## src/rtl/bus_own_pkg.sv

```systemverilog
package bus_own_pkg;

  typedef enum logic [1:0] {
    ST_IDLE   = 2'd0,
    ST_ASK    = 2'd1,
    ST_ACTIVE = 2'd2,
    ST_HOLD   = 2'd3
  } ownState_t;

  // Strobes from control to datapath, describing the state about to be entered.
  typedef struct packed {
    logic reqOn;
    logic startCyc;
    logic ownOn;
    logic busyLow;
    logic lockLow;
  } arbStrobe_t;

endpackage

```

## src/rtl/bus_own_ctrl.sv

```systemverilog
module bus_own_ctrl
  import bus_own_pkg::*;
(
  input  logic       clk,
  input  logic       rstN,
  input  logic       cycReq,
  input  logic       cycDone,
  input  logic       busGntN,
  input  logic       busBusyInN,
  input  logic       busLockInN,
  input  logic       lockHeld,
  output arbStrobe_t strobes
);

  ownState_t stateQ, stateNext;
  logic busFree;

  // The shared lines are only meaningful here while another master may own them.
  assign busFree = !busGntN && busBusyInN && busLockInN;

  always_comb begin
    stateNext = stateQ;
    unique case (stateQ)
      ST_IDLE:   if (cycReq) stateNext = ST_ASK;
      ST_ASK: begin
        if (!cycReq)      stateNext = ST_IDLE;
        else if (busFree) stateNext = ST_ACTIVE;
      end
      ST_ACTIVE: if (cycDone) stateNext = lockHeld ? ST_HOLD : ST_IDLE;
      ST_HOLD:   if (cycReq) stateNext = ST_ACTIVE;
      default:   stateNext = ST_IDLE;
    endcase
  end

  always_ff @(posedge clk or negedge rstN) begin
    if (!rstN) stateQ <= ST_IDLE;
    else       stateQ <= stateNext;
  end

  always_comb begin
    strobes.reqOn    = (stateNext == ST_ASK);
    strobes.startCyc = (stateNext == ST_ACTIVE) && (stateQ != ST_ACTIVE);
    strobes.ownOn    = (stateNext == ST_ACTIVE) || (stateNext == ST_HOLD);
    strobes.busyLow  = (stateNext == ST_ACTIVE);
    strobes.lockLow  = (stateNext == ST_ACTIVE) || (stateNext == ST_HOLD);
  end

  // a request that is withdrawn never turns into a cycle
  assert_cancel_R10: assert property (@(posedge clk) disable iff (!rstN)
    (stateQ == ST_ASK && !cycReq) |=> !strobes.ownOn || stateQ != ST_ACTIVE);

endmodule

```

## src/rtl/bus_own_dp.sv

```systemverilog
module bus_own_dp
  import bus_own_pkg::*;
(
  input  logic       clk,
  input  logic       rstN,
  input  arbStrobe_t strobes,
  input  logic       lockSeq,
  input  logic       busGntN,
  output logic       lockHeld,
  output logic       busReqN,
  output logic       cycStart,
  output logic       ownBus,
  output logic       busOwnOe,
  output logic       busBusyOutN,
  output logic       busLockOutN
);

  logic reqNq, startQ, ownQ, busyNq, lockNq, lockHeldQ;

  always_ff @(posedge clk or negedge rstN) begin
    if (!rstN) begin
      reqNq     <= 1'b1;
      startQ    <= 1'b0;
      ownQ      <= 1'b0;
      busyNq    <= 1'b1;
      lockNq    <= 1'b1;
      lockHeldQ <= 1'b0;
    end else begin
      reqNq  <= !strobes.reqOn;
      startQ <= strobes.startCyc;
      ownQ   <= strobes.ownOn;
      busyNq <= !strobes.busyLow;
      lockNq <= !strobes.lockLow;
      if (strobes.startCyc) lockHeldQ <= lockSeq;
    end
  end

  assign lockHeld    = lockHeldQ;
  assign busReqN     = reqNq;
  assign cycStart    = startQ;
  assign ownBus      = ownQ;
  assign busOwnOe    = ownQ && !busGntN;
  assign busBusyOutN = busyNq;
  assign busLockOutN = lockNq;

  // the request is already released in the start clock
  assert_req_release_R3: assert property (@(posedge clk) disable iff (!rstN)
    startQ |-> reqNq);

  // the start strobe is a single clock wide
  assert_one_start_R3: assert property (@(posedge clk) disable iff (!rstN)
    startQ |=> !startQ);

  // whenever busy is driven low, lock is driven low as well
  assert_lock_follow_R5: assert property (@(posedge clk) disable iff (!rstN)
    (ownQ && !busyNq) |-> !lockNq);

  // an owner never requests the bus again
  assert_hold_no_req_R7: assert property (@(posedge clk) disable iff (!rstN)
    ownQ |-> reqNq);

endmodule

```

## src/rtl/bus_own_arbiter.sv

```systemverilog
module bus_own_arbiter
  import bus_own_pkg::*;
(
  input  logic clk,
  input  logic rstN,
  input  logic cycReq,
  input  logic lockSeq,
  input  logic cycDone,
  input  logic busGntN,
  input  logic busBusyInN,
  input  logic busLockInN,
  output logic busReqN,
  output logic cycStart,
  output logic ownBus,
  output logic busOwnOe,
  output logic busBusyOutN,
  output logic busLockOutN
);

  arbStrobe_t strobes;
  logic lockHeld;

  bus_own_ctrl ctrl_i (
    .clk        (clk),
    .rstN       (rstN),
    .cycReq     (cycReq),
    .cycDone    (cycDone),
    .busGntN    (busGntN),
    .busBusyInN (busBusyInN),
    .busLockInN (busLockInN),
    .lockHeld   (lockHeld),
    .strobes    (strobes)
  );

  bus_own_dp dp_i (
    .clk         (clk),
    .rstN        (rstN),
    .strobes     (strobes),
    .lockSeq     (lockSeq),
    .busGntN     (busGntN),
    .lockHeld    (lockHeld),
    .busReqN     (busReqN),
    .cycStart    (cycStart),
    .ownBus      (ownBus),
    .busOwnOe    (busOwnOe),
    .busBusyOutN (busBusyOutN),
    .busLockOutN (busLockOutN)
  );

  // ownership gained from a pending request implies grant and a free bus at that edge
  assert_start_gate_R3: assert property (@(posedge clk) disable iff (!rstN)
    ($rose(ownBus) && $past(!busReqN)) |-> $past(!busGntN && busBusyInN && busLockInN));

  // while requesting, a blocked bus keeps the block off the bus
  assert_blocked_R4: assert property (@(posedge clk) disable iff (!rstN)
    (!busReqN && (busGntN || !busBusyInN || !busLockInN)) |=> !ownBus);

endmodule

```

## config.mk

```make
export PLATFORM = sky130hd
export DESIGN_NAME = bus_own_arbiter
export DESIGN_NICKNAME = d
export VERILOG_FILES = /design/src/rtl/bus_own_pkg.sv /design/src/rtl/bus_own_ctrl.sv /design/src/rtl/bus_own_dp.sv /design/src/rtl/bus_own_arbiter.sv
export SDC_FILE = /design/constraint.sdc
export NUM_CORES = 1
export LEC_CHECK = 0
export BUFFER_PORTS_ARGS = -buffer_cell sky130_fd_sc_hd__buf_2
export CAP_MARGIN = 25
export CORE_AREA = 3 3 40 42
export CTS_CLUSTER_DIAMETER = 50
export DETAILED_ROUTE_END_ITERATION = 10
export DIE_AREA = 0 0 43 45
export PLACE_DENSITY = 0.5
export SYNTH_ARGS = -nofsm -noshare
export SYNTH_HDL_FRONTEND = slang
export SYNTH_SLANG_ARGS = --single-unit
```

## constraint.sdc

```tcl
create_clock -name clk -period 2.25 [get_ports clk]
set_input_delay 0.3375 -clock clk [delete_from_list [all_inputs] [get_ports clk]]
set_output_delay 0.3375 -clock clk [all_outputs]
set_load 0.005 [all_outputs]
```

==> qor.yml <==
worst_setup_path:
  crit_start: "ctrl_i.stateQ[1]"
  rr_worst_depth: 2
  path_max_fanout: 8
  r2r-end: "ctrl_i.stateQ[0]"
  rrSetupSlack_ps: 1090
  arrival_ps: 1070
  worstPathRequired_ps: 1910
  worstSetupStartpointType: "flip-flop"
  critPathKind: "reg -> out"
  endpoint: "busOwnOe"
  end_kind: "primary output"
  reg2reg_from: "ctrl_i.stateQ[1]"
final_layout:
  final_nets: 51
  layout-drive-gt1-share_pct: 61.9
  mostFrequentLayoutCell: "buf_2"
  most-common-layout-cells: "13 x buf_2, 4 x dfrtp_1, 3 x clkbuf_4, 3 x dfstp_2, 2 x inv_1"
  fillers: 144
  area_delta_synth_final_pct: 36.9
  antenna_cells: 0
global_route:
  grt_pass1_vias: 262
  grt_max_degree: 9
  antenna_found_initial: 0
  grt_pass1_wl_mm: 1.15
  grt_usage_pct: 8.82
  overflow: 0
clock_tree:
  clkSinkCount: 7
  cts_setup_buffers: 0
  cts_tree: "built"
  clk_root_buffer_cell: "clkbuf_4"
  cts-htree-levels: 1
  clkSlewWorstSetupHoldPaths_ps: 50
  cts_buffers: 3
  clockBufferDepth: 2
  worstSkewPairLatency_ps: 250
hold_path:
  worstHoldStart: "lockSeq"
  hold_class: "in -> reg"
  min_path_cells: 2
pwr:
  peakVddDrop_mv: 0.380
  fin_total_pwr_mw: 0.514
  cellPowerDensity_nw_per_um2: 1150
  p_leak_nw: 0.213
run_status:
  outcome: "finished clean"
placed_design:
  globalplace.congestion: 0.805
  io_buffers: 13
floorplan:
  dieArea_um2: 1940
  floorplan.initialDensity_pct: 25.3
  core_region_area_um2: 1280
  dieWidth_um: 43
  ioPinCount: 14
  die_h_um: 45
  row_count: 13
logic_synthesis:
  async_flop_share_pct: 100
  synth_cell_types: 18
  syn_nets: 32
  ys_warn_count: 0
  ys.flop_type: "dfrtp_1"
  synth_cells: 24
  synth_seq_cells: 7
  synth_area_um2: 325
  yosysTopAreaCell: "dfrtp_1"
  syn_avg_cell_area_um2: 13.6
  synth.top_cells.by_area: "dfrtp_1 31%, dfstp_2 24%, o211ai_4 6.5%"
  synth_top_cell_area_share_pct: 30.8
  ys_seq_area_share_pct: 55.0
  synth_edf_count: 0
timing:
  max_freq_ghz: 0.712
  hold_viol: 0
  setup_viol: 0
  relSlewSlack_pct: 81.5
  drv_slew: 0
  grt_setup_unrepaired: "false"
  tns_ps: 0
  tightestPinTransition_ps: 278
  fin_crit_sh_pct: 62.4
  min_period_ps: 1410
  skew_ps: 0.698
  whs_ps: 317
routing:
  wire_per_inst_um: 11.0
  drt_wl_total_um: 625
  vias_per_cell: 4.44
  drc: 0
  drt_iter0_drc: 5
  vias: 253
  drtPass1Iterations: 4
  ant_nets: 0
job:
  max_cap_violations: 0
==> cells by family after synthesis <==
logic type,after synthesis,share of synthesized area [%]
compound gates,7,21.5
flops,7,55.0
simple gates,6,13.1
mux,2,8.08
buf+inv,2,2.31
==> area by class of cell <==
cell class / instances / area (µm²) / share of cell area [%]
clock buffers: 4 / 26.3 / 5.90
inverters: 2 / 7.51 / 1.69
multi-input cells: 15 / 139 / 31.2
flip-flops and latches: 7 / 179 / 40.2
well taps: 15 / 18.8 / 4.21
repair buffers: 14 / 75.1 / 16.9
==> registers in the layout, indices dropped and copies added, names as in the netlist <==
| register | cells |
|---|---|
| ctrl_i.stateQ | 2 |
| dp_i.busBusyOutN | 1 |
| dp_i.busLockOutN | 1 |
| dp_i.busReqN | 1 |
| dp_i.cycStart | 1 |
| dp_i.lockHeld | 1 |
==> per-stage QoR <==
step	cell area [µm²]	instances	util (%)	setup slack [ps]
after floorplan	325	24	-	1100
after global placement	409	52	31.8	971
after detailed placement	409	52	31.8	957
after CTS	445	57	34.7	817
after global routing	445	57	34.7	763
final	445	57	34.7	845
==> per-layer routing <==
layer | vias up | part of all wire [%] | global-route usage (%)
met5 | - | 0 | 0
met4 | 0 | 6.6 | 12.7
met3 | 4 | 7.8 | 2.39
met2 | 13 | 45 | 11.7
met1 | 113 | 40 | 9.63
li1 | 123 | - | -
==> synthesized netlist by cell type (all sizes together), types with 2 or more instances <==
cell,number
dfrtp,4
dfstp,3
inv,2
mux2,2
==> repair_timing <==
| action | 4_1_cts | 5_1_grt |
|---|---|---|
| hold buffers | 1 | 0 |
| setup endpoints to repair | 0 | 0 |
| hold endpoints to repair | 4 | 0 |
| resized for setup | 0 | 0 |
==> where the power goes <==
group / switching, mW / internal [mW]
clock: 0.0451 / 0.0676
sequential: 0.0556 / 0.190
combinational: 0.0569 / 0.0982
==> worst min-delay path by stage <==
stage	to	slack [ps]
floorplan	ctrl_i.stateQ[0]	40
global placement	ctrl_i.stateQ[1]	170
detailed placement	ctrl_i.stateQ[1]	180
CTS	dp_i.lockHeld	310
global route	dp_i.lockHeld	320
finish	dp_i.lockHeld	320
==> worst max-delay path: stages, from the launching register on <==
cell and delay [ps]:
dfrtp_1 470, and2b_2 230, buf_2 120
Note: power is estimated with default switching activity, not from simulation.
